## config.mk

```make
export PLATFORM = sky130hd
export DESIGN_NAME = uwd_stuck_zero_monitor
export DESIGN_NICKNAME = d
export VERILOG_FILES = /design/src/rtl/uwd_pkg.sv /design/src/rtl/uwd_match_detect.sv /design/src/rtl/uwd_run_counter.sv /design/src/rtl/uwd_alarm_latch.sv /design/src/rtl/uwd_stuck_zero_monitor.sv
export SDC_FILE = /design/constraint.sdc
export NUM_CORES = 1
export LEC_CHECK = 0
export ABC_AREA = 1
export CAP_MARGIN = 10
export CORE_MARGIN = 2
export CORE_UTILIZATION = 49
export DETAILED_ROUTE_END_ITERATION = 10
export PLACE_DENSITY_LB_ADDON = 0.05
export REMOVE_ABC_BUFFERS = 1
export SLEW_MARGIN = 20
export SYNTH_ARGS = -nofsm -noshare
export SYNTH_HDL_FRONTEND = slang
export SYNTH_SLANG_ARGS = --single-unit
```

## constraint.sdc

```tcl
create_clock -name clk -period 2.2 [get_ports clk]
set_clock_uncertainty 0.15 [all_clocks]
set_input_delay 0.66 -clock clk [delete_from_list [all_inputs] [get_ports clk]]
set_output_delay 0.66 -clock clk [all_outputs]
set_load 0.1 [all_outputs]
```

## src/rtl/uwd_pkg.sv

```systemverilog
package uwd_pkg;

    // Receiver state code meaning "waiting for the sample point".
    localparam logic [2:0] UWD_WAIT_SAMPLE = 3'b011;

    // Received-byte value treated as a stuck output.
    localparam logic [7:0] UWD_STUCK_BYTE = 8'h00;

endpackage

```

## src/rtl/uwd_match_detect.sv

```systemverilog
module uwd_match_detect #(
    parameter int unsigned           STATE_W   = 3,
    parameter int unsigned           DATA_W    = 8,
    parameter logic [STATE_W-1:0]    WAIT_CODE = STATE_W'(uwd_pkg::UWD_WAIT_SAMPLE),
    parameter logic [DATA_W-1:0]     STUCK_VAL = DATA_W'(uwd_pkg::UWD_STUCK_BYTE)
) (
    input  logic [STATE_W-1:0] rx_state,
    input  logic [DATA_W-1:0]  rx_data,
    output logic               suspicious
);

    logic state_hit;
    logic data_hit;

    always_comb begin
        state_hit  = (rx_state == WAIT_CODE);
        data_hit   = (rx_data  == STUCK_VAL);
        suspicious = state_hit & data_hit;
    end

endmodule

```

## src/rtl/uwd_run_counter.sv

```systemverilog
module uwd_run_counter #(
    parameter int unsigned CNT_W = 16
) (
    input  logic             clk,
    input  logic             rst,
    input  logic             suspicious,
    output logic [CNT_W-1:0] count
);

    localparam logic [CNT_W-1:0] CNT_MAX = {CNT_W{1'b1}};

    typedef struct packed {
        logic [CNT_W-1:0] run;
    } run_state_t;

    run_state_t cnt_d;
    run_state_t cnt_q;

    always_comb begin
        cnt_d = cnt_q;
        if (!suspicious) begin
            cnt_d.run = '0;
        end else if (cnt_q.run != CNT_MAX) begin
            cnt_d.run = cnt_q.run + 1'b1;
        end
    end

    always_ff @(posedge clk) begin
        if (rst) begin
            cnt_q <= '0;
        end else begin
            cnt_q <= cnt_d;
        end
    end

    assign count = cnt_q.run;

endmodule

```

## src/rtl/uwd_alarm_latch.sv

```systemverilog
module uwd_alarm_latch #(
    parameter int unsigned CNT_W = 16
) (
    input  logic             clk,
    input  logic             rst,
    input  logic [CNT_W-1:0] threshold,
    input  logic             suspicious,
    input  logic [CNT_W-1:0] count,
    output logic             alarm
);

    typedef struct packed {
        logic [CNT_W-1:0] limit;
        logic             tripped;
    } alarm_state_t;

    alarm_state_t alm_d;
    alarm_state_t alm_q;

    logic overlong;

    always_comb begin
        overlong = suspicious && (count > alm_q.limit);
        alm_d    = alm_q;
        if (rst) begin
            alm_d.limit   = threshold;
            alm_d.tripped = 1'b0;
        end else if (overlong) begin
            alm_d.tripped = 1'b1;
        end
    end

    always_ff @(posedge clk) begin
        alm_q <= alm_d;
    end

    assign alarm = alm_q.tripped;

endmodule

```

## src/rtl/uwd_stuck_zero_monitor.sv

```systemverilog
module uwd_stuck_zero_monitor #(
    parameter int unsigned        STATE_W   = 3,
    parameter int unsigned        DATA_W    = 8,
    parameter int unsigned        CNT_W     = 16,
    parameter logic [STATE_W-1:0] WAIT_CODE = STATE_W'(uwd_pkg::UWD_WAIT_SAMPLE)
) (
    input  logic               clk,
    input  logic               rst,
    input  logic [STATE_W-1:0] rx_state,
    input  logic [DATA_W-1:0]  rx_data,
    input  logic [CNT_W-1:0]   threshold,
    output logic               alarm,
    output logic [CNT_W-1:0]   run_count
);

    logic suspicious;

    uwd_match_detect #(
        .STATE_W   (STATE_W),
        .DATA_W    (DATA_W),
        .WAIT_CODE (WAIT_CODE),
        .STUCK_VAL (DATA_W'(uwd_pkg::UWD_STUCK_BYTE))
    ) u_match (
        .rx_state   (rx_state),
        .rx_data    (rx_data),
        .suspicious (suspicious)
    );

    uwd_run_counter #(
        .CNT_W (CNT_W)
    ) u_count (
        .clk        (clk),
        .rst        (rst),
        .suspicious (suspicious),
        .count      (run_count)
    );

    uwd_alarm_latch #(
        .CNT_W (CNT_W)
    ) u_alarm (
        .clk        (clk),
        .rst        (rst),
        .threshold  (threshold),
        .suspicious (suspicious),
        .count      (run_count),
        .alarm      (alarm)
    );

endmodule

```

Word level (Yosys, flattened, before mapping)
Cells that the tools add are included.
{"block": "word_totals", "register_bits": 33, "latch_bits": 0, "ramBits": 0, "rom_bits": 0, "output_inout_bits": 17, "n_memories": 0}
{"block": "op_classes", "n_addsub": 1, "mul": 0, "div": 0, "order_cmp": 1, "n_eq_ne": 2, "shifts": 0, "n_mux": 0, "n_bitwise": 2, "reduce_logical": 3}
{"op": "$add 16x1->16 const B", "n": 1}
{"op": "$gt 16x16->1", "n": 1}
{"op": "$ne 16x16->1 const B", "n": 1}
{"op": "$logic_not 8->1", "n": 1}
{"op": "$eq 3x2->1 const B", "n": 1}
{"op": "$reduce_or 2->1", "n": 1}
{"op": "$and 1x1->1", "n": 1}
{"op": "$logic_and 1x1->1", "n": 1}
{"op": "$not 1->1", "n": 1}

Logic depth before layout (Yosys ltp)
Gate-level depths: netlist (run 1).
{"block": "depth", "word_depth": 4, "ltp_mapped": 13, "ltp_nobuf": 13}

Cells and area by module
From an unflattened synthesis (run 1), not the netlist that was laid out.
{"block": "hier_totals", "hier_cells": 248, "area_unflattened_um2": 1939.4}
{"module": "uwd_alarm_latch", "n_inst": 1, "cells_each": 92, "area_each_um2": 952.2, "seq_area_each_um2": 500.5}
{"module": "uwd_run_counter", "n_inst": 1, "cells_each": 139, "area_each_um2": 920.9, "seq_area_each_um2": 320.3}
{"module": "uwd_match_detect", "n_inst": 1, "cells_each": 17, "area_each_um2": 66.3, "seq_area_each_um2": 0.0}

Worst setup path after synthesis (run 1)
Ideal clock, no wire load.
{"block": "synth_timing", "path_type": "reg2reg", "startpoint": "reg u_count.cnt_q (netlist bit u_count.count[1])", "endpoint": "reg u_count.cnt_q (netlist bit u_count.count[2])", "setup_ns": 0.119, "arrival_ns": 2.189, "required_time_ns": 1.931, "slack_ns": -0.259, "path_stages_with_launch": 10, "n_path_buf": 1, "synth_period_minus_slack_ns": 2.459, "path_cell_list": "dfxtp_1 ha_1 nand2_2 nor2_4 nand2_2 nor2_4 nand2_4 buf_6 a21oi_1 nor2_1"}
{"block": "synth_via", "elab_chain_len": 1, "elab_cells_between_ends": 2, "classes_between": "add/sub: 1; eq/ne: 1"}
{"item": "start: declaration", "line": "uwd_run_counter.sv:17", "text": "run_state_t cnt_q;"}
{"item": "start signal: assignment", "line": "uwd_run_counter.sv:32", "text": "cnt_q <= cnt_d;"}
{"item": "$add 16x1->16 / $ne 16x16->1 (equally long branches)", "line": "uwd_run_counter.sv:24, uwd_run_counter.sv:23"}
Several ways; a longest one is shown, not always the timed one.
A chain may end at the register's enable or synchronous reset.

Final worst setup path (run 1)
{"block": "layout_timing", "startpoint": "in rx_state[1]", "endpoint": "reg u_count.cnt_q (netlist bit u_count.count[10])"}
{"block": "layout_via", "elab_chain_len": 4}
{"item": "start: declaration", "line": "uwd_stuck_zero_monitor.sv:9", "text": "input logic [STATE_W-1:0] rx_state,"}
{"item": "$eq 3x2->1", "line": "uwd_match_detect.sv:16", "text": "state_hit = (rx_state == WAIT_CODE);"}
{"item": "$and 1x1->1", "line": "uwd_match_detect.sv:18", "text": "suspicious = state_hit & data_hit;"}
{"item": "$not 1->1 (no source line)"}
{"item": "$reduce_or 2->1 (no source line)"}
No other way between the ends.

==> impl_metrics.csv, run 1 <==
group,metric,value,unit
run_status,status,"complete, no violations",
hold_path,worstHoldPathType,"reg2reg",
logic_synthesis,synth_cell_types,24,
floorplan,start_util,0.504,
layout,fillers,284,
placement,portBuffers,45,
job,cap_violations,0,
global_route,grt_usage,0.193,
cts,cts_num_sinks,33,
cts,path_clk_slew,0.07,ns
logic_synthesis,synth-async-reset-ratio,0,
global_route,grt_first_pass_wirelength,6.25,mm
cts,htreeDepth,2,
sta,rsz0062_at_grt,"no",
floorplan,core,0.00363,sq mm
sta,drv_slew,0,
sta,fmax,0.534,GHz
detailed_routing,wire_per_inst,10.6,microns
logic_synthesis,synth.largest_area_cell,"edfxtp_1",
sta,timing.slew.headroom,0.793,
cts,cts_hold_buffers,0,
global_route,grt_pass1_vias,1526,
cts,cts_buffers,5,
logic_synthesis,synth_enable_flop_cells,16,
sta,final.setup.tns,0,ns
worst_setup_path,crit_required,2.27,ns
placement,dpl_cell_area,0.00254,sq mm
worst_setup_path,path_class,"in2reg",
placement,pre_cts_slack,0.0124,ns
cts,cts_resized,0,
placement,dp.cells,327,
floorplan,die_area,0.00425,sq mm
sta,min_period,1.87,ns
worst_setup_path,cp_data_arrival_time,1.94,ns
global_route,use_met3,0.0565,
detailed_routing,drc,0,
worst_setup_path,cp-end-kind,"register",
layout,syn_to_final_growth,44.4,%
cts,clockBufferDepth,2,
global_route,gr-usage-met2,0.332,
logic_synthesis,synth_area_leaders,"edfxtp_1 26%, dfxtp_1 19%, ha_1 12%, nand2_1 11%, inv_1 8.2%",
detailed_routing,routed_wl,3.54,mm
cts,insertion_delay,0.28,ns
power,p_per_area,499,mW/mm^2
logic_synthesis,synth_area_per_cell,7.90,sq um
cts,root_buffer,"clkbuf_8",
floorplan,fp.dieW,65.2,microns
global_route,grt_max_degree,17,
worst_setup_path,cp_max_fo,16,
worst_setup_path,cp_cell_sequence,"clkdlybuf4s50_1 -> nand2_1 -> nor3_1 -> nand4_1 -> nor2_2 -> buf_12 -> o21ai_0 -> a21oi_1",
detailed_routing,drtIter0Drc,83,
power,vdd_ir_drop_max,0.404,mV
logic_synthesis,synth_top_area_share,0.262,
logic_synthesis,ys_ff_latch,33,
logic_synthesis,ys_seq_area_frac,0.448,
logic_synthesis,yosysWarnings,0,
worst_setup_path,worstSetupStartpointType,"primary input",
layout,nets,332,
layout,fin_area,0.00265,sq mm
sta,setup_viol,0,
logic_synthesis,ys_top_cells_by_count,"54 x nand2_1, 40 x inv_1, 35 x nor2_1",
layout,multi_input_area,838,sq um
layout,diodes,0,
floorplan,row_count,22,
cts,cts_tree,"done",
layout,utilization,0.728,
layout,final_cells,335,
global_route,busiest_layer,"met2",
worst_setup_path,cp_slowest_cell,"clkdlybuf4s50_1",
logic_synthesis,synthesis.area,0.00183,sq mm
sta,period_share,0.852,
detailed_routing,num_vias,1600,
worst_setup_path,critical-path-top-delay-family,"buffers and inverters",
sta,setup_slack,0.327,ns
layout,seqCellArea,821,sq um
power,leakagePower,1.24,nW
logic_synthesis,yosysMostFrequentCell,"nand2_1",
floorplan,die_h,65.2,microns
cts,post-cts-setup-buffers,0,
logic_synthesis,synth_cells,232,
logic_synthesis,synth_ff_type,"dfxtp_1",
placement,dp_hpwl,2.80,mm
layout,drive_gt1_frac,0.132,
global_route,antenna_found_initial,0,
detailed_routing,antenna_left,0,
worst_setup_path,crit_buf_inv,2,
floorplan,num_io_pins,46,
sta,tightest_slew,0.310,ns
detailed_routing,drtPass1Iterations,4,
worst_setup_path,max_stage_delay,0.46,ns
global_route,grt_overflow,0,
sta,hold_viol,0,
placement,gp_congestion,0.799,
detailed_routing,vias_per_cell,4.78,
global_route,use_met1,0.231,
[where the power goes]
part	leakage, nW	internal, mW	switching (mW)	total (mW)
Clock	0.0528	0.334	0.214	0.548
Combinational	0.890	0.0610	0.0359	0.0970
Sequential	0.293	0.670	0.00584	0.676
Total	1.24	1.06	0.256	1.32
[stage by stage]
| step | power (mW) | hold WS [ns] |
|---|---|---|
| CTS | 1.34 | 0.366 |
| floorplan | 0.720 | 0.579 |
| finish | 1.32 | 0.362 |
| global placement | 0.782 | 0.328 |
| global route | 1.38 | 0.388 |
| detailed placement | 0.785 | 0.350 |
[layout by cell type, fill, tap and decap left out]
cell type and instances:
buf_4 3, a21o_1 1, xor2_1 1, nor3_2 1, nand2_2 4, nor2_2 2
inv_1 40, o21ai_0 4, bufinv_16 1, nand3_1 12, clkbuf_1 1, clkinv_1 2
clkbuf_8 5, clkdlybuf4s50_1 28, nand2_4 1, a21oi_1 11, inv_2 1, o211a_1 1
nor2_4 2, nand4_1 3, nor2_1 35, o21ai_1 3, buf_12 18, edfxtp_1 16
nand2_1 54, dfxtp_1 17, ha_1 17, nor3_1 3
[worst min-delay path, delay by kind of cell (launching register included)]
family	cells	cell delay, ns
buffers and inverters	1	0.06
DFF	1	0.34
AOI/OAI and AO/OA	1	0.06
[state kept, by name, summed over array words and instances (netlist names)]
signal / cells
u_alarm.alm_q: 16
u_count.count: 16
u_alarm.alarm: 1
[per-layer routing]
layer | vias to the layer above | wire length [microns]
li1 | 842 | -
met1 | 718 | 1630
met2 | 34 | 1720
met3 | 6 | 143
met4 | 0 | 48
met5 | - | 0
[kinds of logic after synthesis]
| group | Yosys count | synth area share |
|---|---|---|
| compound gates | 20 | 0.0587 |
| xor+xnor | 1 | 0.00478 |
| fa+ha+maj | 17 | 0.116 |
| buf+inv | 44 | 0.0949 |
| flops | 33 | 0.448 |
| simple gates | 117 | 0.278 |
[final cells by class]
type / instances / share of cell area
clock buffers: 6 / 0.0274
clock inverters: 2 / 0.0128
inverters: 42 / 0.0596
multi-input cells: 155 / 0.317
flip-flops and latches: 33 / 0.310
well taps: 48 / 0.0227
repair buffers: 49 / 0.251
[worst paths after layout]
path                                                    start                              to  slack (ns)  cells past startpoint
worst min-delay path               u_alarm.alarm$_SDFFE_PP0P_      u_alarm.alarm$_SDFFE_PP0P_        0.36                      2
worst max register to register  u_count.count[0]$_SDFFE_PP0P_   u_count.count[0]$_SDFFE_PP0P_        0.43                      9
worst min register to register     u_alarm.alarm$_SDFFE_PP0P_      u_alarm.alarm$_SDFFE_PP0P_        0.36                      2
worst max-delay path                              rx_state[1]  u_count.count[10]$_SDFFE_PP0P_        0.33                      8
Note: power is estimated with default switching activity, not from simulation.
==> run 2, diff against run 1 <==
--- a/config.mk
+++ b/config.mk
@@ -10,9 +10,10 @@
 export CORE_MARGIN = 2
 export CORE_UTILIZATION = 49
 export DETAILED_ROUTE_END_ITERATION = 10
+export GPL_TIMING_DRIVEN = 0
 export PLACE_DENSITY_LB_ADDON = 0.05
 export REMOVE_ABC_BUFFERS = 1
-export SLEW_MARGIN = 20
+export SLEW_MARGIN = 40
 export SYNTH_ARGS = -nofsm -noshare
 export SYNTH_HDL_FRONTEND = slang
 export SYNTH_SLANG_ARGS = --single-unit
==> impl_metrics.csv, run 2 (same netlist as run 1, synthesis figures left out) <==
group,metric,value,unit
worst_setup_path,max_stage_delay,0.46,ns
layout,final_common_cell,"nand2_1",
hold_path,hold_end,"u_alarm.alarm$_SDFFE_PP0P_",
layout,nets,328,
cts,cts_buffers,5,
sta,period_share,0.924,
worst_setup_path,cp_data_arrival_time,2.09,ns
power,p_per_area,529,mW/mm^2
layout,diodes,0,
floorplan,row_count,22,
layout,final_cells,331,
hold_path,worstHoldPathType,"reg2reg",
global_route,grt_overflow,0,
detailed_routing,antenna_left,0,
run_status,status,"complete, no violations",
cts,clockBufferDepth,2,
global_route,grt_max_degree,19,
cts,path_clk_slew,0.06,ns
detailed_routing,num_vias,1523,
power,leakagePower,1.16,nW
floorplan,die_h,65.2,microns
global_route,use_met3,0.0719,
sta,min_period,2.03,ns
worst_setup_path,crit_buf_inv,1,
worst_setup_path,cp_max_fo,16,
placement,dpl_cell_area,0.00224,sq mm
placement,pre_cts_slack,-0.569,ns
floorplan,fp.dieW,65.2,microns
layout,fin_area,0.00233,sq mm
sta,tightest_slew,0.492,ns
worst_setup_path,r2r_end,"u_count.count[0]$_SDFFE_PP0P_",
worst_setup_path,cp-end-kind,"register",
cts,cts_hold_buffers,0,
cts,insertion_delay,0.28,ns
cts,cts_num_sinks,33,
placement,dp_hpwl,2.72,mm
detailed_routing,drtPass1Iterations,4,
worst_setup_path,rrSetupSlack,0.41,ns
global_route,grt_usage,0.185,
hold_path,hp-start,"u_alarm.alarm$_SDFFE_PP0P_",
global_route,antenna_found_initial,0,
power,power_frac_comb,0.076,
detailed_routing,vias_per_cell,4.60,
hold_path,whs_path_depth,2,
detailed_routing,drtIter0Drc,72,
cts,post-cts-setup-buffers,0,
power,p_seq_frac,0.548,
power,internal-power,0.983,mW
sta,fmax,0.492,GHz
global_route,use_met1,0.222,
cts,cts_tree,"done",
layout,syn_to_final_growth,27.2,%
placement,gp_congestion,0.791,
worst_setup_path,worstRegToRegCells,9,
cts,root_buffer,"clkbuf_8",
layout,drive_gt1_frac,0.124,
layout,final_cell_mix,"54 x nand2_1, 40 x inv_1, 35 x nor2_1",
sta,drv_slew,0,
cts,htreeDepth,2,
power,p_sw_frac,0.204,
placement,dp.cells,323,
job,cap_violations,0,
global_route,gr-usage-met2,0.304,
worst_setup_path,cp_cell_sequence,"clkdlybuf4s50_1 -> nand2_1 -> nor3_1 -> nand4_1 -> nor2_4 -> o21ai_0 -> a21oi_1",
sta,setup_viol,0,
sta,final.setup.tns,0,ns
power,power.clock.fraction,0.376,
floorplan,die_area,0.00425,sq mm
floorplan,start_util,0.504,
floorplan,num_io_pins,46,
detailed_routing,drc,0,
worst_setup_path,critical-path-top-delay-family,"simple AND/OR/NAND/NOR gates",
sta,timing.slew.headroom,0.674,
worst_setup_path,cp_slowest_cell,"clkdlybuf4s50_1",
placement,portBuffers,45,
power,vdd_ir_drop_max,0.405,mV
worst_setup_path,worstSetupStartpointType,"primary input",
global_route,busiest_layer,"met2",
sta,rsz0062_at_grt,"no",
global_route,grt_pass1_vias,1378,
sta,hold_viol,0,
floorplan,core,0.00363,sq mm
worst_setup_path,crit_required,2.26,ns
detailed_routing,routed_wl,3.50,mm
sta,setup_slack,0.168,ns
worst_setup_path,r2r_start,"u_count.count[1]$_SDFFE_PP0P_",
layout,utilization,0.642,
power,p_switching,0.252,mW
global_route,grt_first_pass_wirelength,5.88,mm
layout,fillers,327,
worst_setup_path,path_class,"in2reg",
detailed_routing,wire_per_inst,10.6,microns
[run 2: changes by cell type in the layout (fill, tap and decap cells not counted), sizes merged]
cell,previous run,this run
buf,21,18
clkbuf,6,8
bufinv,1,0
clkinv,2,1
clkdlybuf4s50,28,27
[run 2: cell type report]
cell class | instances | area [sq um] | area share
Multi-Input combinational cell | 155 | 843 | 0.362
Timing Repair Buffer | 45 | 360 | 0.155
Inverter | 42 | 158 | 0.0676
Sequential cell | 33 | 821 | 0.352
Tap cell | 48 | 60.1 | 0.0258
Clock buffer | 8 | 90.1 | 0.0386
[run 2: power groups by stage]
stage          logic, mW  registers [mW]  clock network, mW
5_1_grt            0.108           0.678              0.504
4_1_cts           0.0953           0.677              0.483
3_5_place_dp      0.0948           0.690                  0
3_3_place_gp      0.0914           0.688                  0
6_report          0.0937           0.676              0.464
2_1_floorplan     0.0320           0.688                  0
[run 2: worst max-delay path by stage]
stage / startpoint / endpoint / slack, ns / cells after the start
2_1_floorplan: u_count.count[1]$_SDFFE_PP0P_ / u_count.count[7]$_SDFFE_PP0P_ / -0.21 / 10
3_3_place_gp: rst / u_count.count[10]$_SDFFE_PP0P_ / -0.55 / 4
3_5_place_dp: rst / u_count.count[0]$_SDFFE_PP0P_ / -0.57 / 4
4_1_cts: rx_state[1] / u_count.count[0]$_SDFFE_PP0P_ / 0.15 / 7
5_1_grt: rx_state[1] / u_count.count[0]$_SDFFE_PP0P_ / 0.06 / 7
6_report: rx_state[1] / u_count.count[0]$_SDFFE_PP0P_ / 0.17 / 7
[run 2: stage by stage]
stage / power (mW) / hold WS (ns)
floorplan: 0.720 / 0.579
global placement: 0.780 / 0.291
detailed placement: 0.785 / 0.307
CTS: 1.26 / 0.318
global route: 1.29 / 0.324
finish: 1.23 / 0.316
[run 2: repair_timing]
action / CTS / global route
endpoints found under the setup margin: 16 / 0
hold endpoints to repair: 0 / 0
resized for setup: 2 / 0
[run 2: worst reg2reg max path: stages (launching register included)]
cell and delay (ns):
dfxtp_1 0.42, ha_1 0.24, nand2_2 0.10, nor2_4 0.15
nand2_2 0.09, nor2_4 0.12, nand2_4 0.13, inv_2 0.13
o21ai_0 0.08, a21oi_1 0.12
[run 2: layer usage]
metal	share of wire	vias to the layer above	wire length, microns
met5	0	-	0
met4	0.0046	0	16
met3	0.064	2	224
met2	0.49	41	1720
met1	0.44	647	1540
li1	-	833	-
==> run 3, diff against run 2 <==
--- a/config.mk
+++ b/config.mk
@@ -12,7 +12,6 @@
 export DETAILED_ROUTE_END_ITERATION = 10
 export GPL_TIMING_DRIVEN = 0
 export PLACE_DENSITY_LB_ADDON = 0.05
-export REMOVE_ABC_BUFFERS = 1
 export SLEW_MARGIN = 40
 export SYNTH_ARGS = -nofsm -noshare
 export SYNTH_HDL_FRONTEND = slang
==> impl_metrics.csv, run 3 (same netlist as run 1, synthesis figures left out) <==
group,metric,value,unit
global_route,grt_overflow,0,
cts,cts_buffers,5,
global_route,grt_max_degree,19,
global_route,grt_first_pass_wirelength,6.14,mm
placement,portBuffers,45,
sta,rsz0062_at_grt,"no",
floorplan,core,0.00363,sq mm
cts,post-cts-setup-buffers,0,
logic_synthesis,syn_nets,278,
worst_setup_path,cp_data_arrival_time,2.12,ns
run_status,status,"complete, no violations",
floorplan,row_count,22,
detailed_routing,drtIter0Drc,58,
layout,syn_to_final_growth,30.2,%
sta,timing.slew.headroom,0.447,
power,internal-power,1.10,mW
power,p_per_area,569,mW/mm^2
detailed_routing,num_vias,1570,
sta,hold_viol,0,
power,power.clock.fraction,0.435,
cts,root_buffer,"clkbuf_8",
cts,path_clk_slew,0.07,ns
detailed_routing,antenna_left,0,
sta,period_share,0.927,
detailed_routing,routed_wl,3.50,mm
floorplan,fp.dieW,65.2,microns
power,p_seq_frac,0.497,
cts,cts_num_sinks,33,
layout,fin_area,0.00239,sq mm
placement,dp.cells,325,
power,total_power,1.36,mW
layout,final_cells,333,
power,vdd_ir_drop_max,0.406,mV
worst_setup_path,cp-end-kind,"register",
layout,nets,330,
power,p_sw_frac,0.192,
detailed_routing,drc,0,
power,p_switching,0.261,mW
detailed_routing,drtPass1Iterations,4,
floorplan,die_area,0.00425,sq mm
global_route,grt_pass1_vias,1499,
placement,dp_hpwl,2.74,mm
layout,diodes,0,
sta,hold_ws,0.297,ns
layout,final_cell_mix,"54 x nand2_1, 40 x inv_1, 35 x nor2_1",
worst_setup_path,crit_required,2.28,ns
worst_setup_path,worstSetupStartpointType,"primary input",
detailed_routing,met2WireLength,1.68,mm
sta,min_period,2.04,ns
floorplan,num_io_pins,46,
sta,fmax,0.490,GHz
hold_path,worstHoldPathType,"reg2reg",
cts,htreeDepth,2,
detailed_routing,top_layer,"met4",
detailed_routing,wl_met1,1.59,mm
detailed_routing,vias_per_cell,4.71,
global_route,antenna_found_initial,0,
sta,drv_slew,0,
layout,drive_gt1_frac,0.151,
floorplan,die_h,65.2,microns
sta,tightest_slew,0.829,ns
placement,dpl_cell_area,0.00227,sq mm
placement,gp_congestion,0.851,
worst_setup_path,path_class,"in2reg",
sta,setup_viol,0,
hold_path,whs_path_depth,2,
layout,final_common_cell,"nand2_1",
cts,cts_tree,"done",
cts,cts_hold_buffers,0,
floorplan,start_util,0.504,
power,leakagePower,1.19,nW
layout,utilization,0.657,
global_route,grt_usage,0.192,
worst_setup_path,rrSetupSlack,0.47,ns
power,power_frac_comb,0.068,
cts,clockBufferDepth,2,
worst_setup_path,cp_max_fo,10,
cts,insertion_delay,0.29,ns
worst_setup_path,worstRegToRegCells,11,
detailed_routing,wire_per_inst,10.5,microns
job,cap_violations,0,
detailed_routing,wl_met3,162,microns
[run 3: cell count changes in the layout (fill, tap and decap cells not counted), sizes merged]
cell / previous run / this run
clkbuf: 8 / 7
dlygate4sd2: 0 / 1
buf: 18 / 19
bufinv: 0 / 1
[run 3: final timing paths]
check,start,endpoint
max,rx_state[1],u_count.count[8]$_SDFFE_PP0P_
min,u_alarm.alarm$_SDFFE_PP0P_,u_alarm.alarm$_SDFFE_PP0P_
max reg2reg,u_count.count[1]$_SDFFE_PP0P_,u_count.count[5]$_SDFFE_PP0P_
min reg2reg,u_alarm.alarm$_SDFFE_PP0P_,u_alarm.alarm$_SDFFE_PP0P_
[run 3: per-stage QoR]
stage | setup WS (ns) | TNS, ns
CTS | 0.0859 | 0
global route | 0.0164 | 0
floorplan | 0.0309 | 0
global placement | -0.423 | -7.57
finish | 0.160 | 0
detailed placement | -0.451 | -5.26
[run 3: metal layers]
layer,GRT usage,vias up
met5,0,-
met4,0.0703,0
met3,0.0565,6
met2,0.321,34
met1,0.233,694
li1,-,836
[run 3: layout make-up]
cell class	instances	area, sq um
tap	48	60.1
buffer	2	16.3
fill	342	1250
timing repair buffer	45	364
clock inverter	1	30.0
clock buffer	7	86.3
inverter	42	158
sequential	33	828
multi-input combinational	155	843
[run 3: repair_timing]
item                       4_1_cts  5_1_grt
pin swaps                        0        0
gates resized for setup          1        1
gates cloned                     0        0
setup endpoints to repair       10        7
[run 3: power by group through the flow]
| stage | clock, mW | combinational, mW | sequential (mW) |
|---|---|---|---|
| after floorplan | 0 | 0.0320 | 0.688 |
| after detailed placement | 0 | 0.0940 | 0.689 |
| final | 0.590 | 0.0925 | 0.675 |
| after global routing | 0.634 | 0.107 | 0.677 |
| after CTS | 0.605 | 0.0938 | 0.675 |
| after global placement | 0 | 0.0913 | 0.689 |
[run 3: worst max-delay path: stages]
cell	delay, ns
clkdlybuf4s50_1	0.45
nand2_1	0.05
nor3_1	0.13
nand4_1	0.18
nor2_4	0.21
buf_2	0.27
nand2_1	0.08
nor2_1	0.09
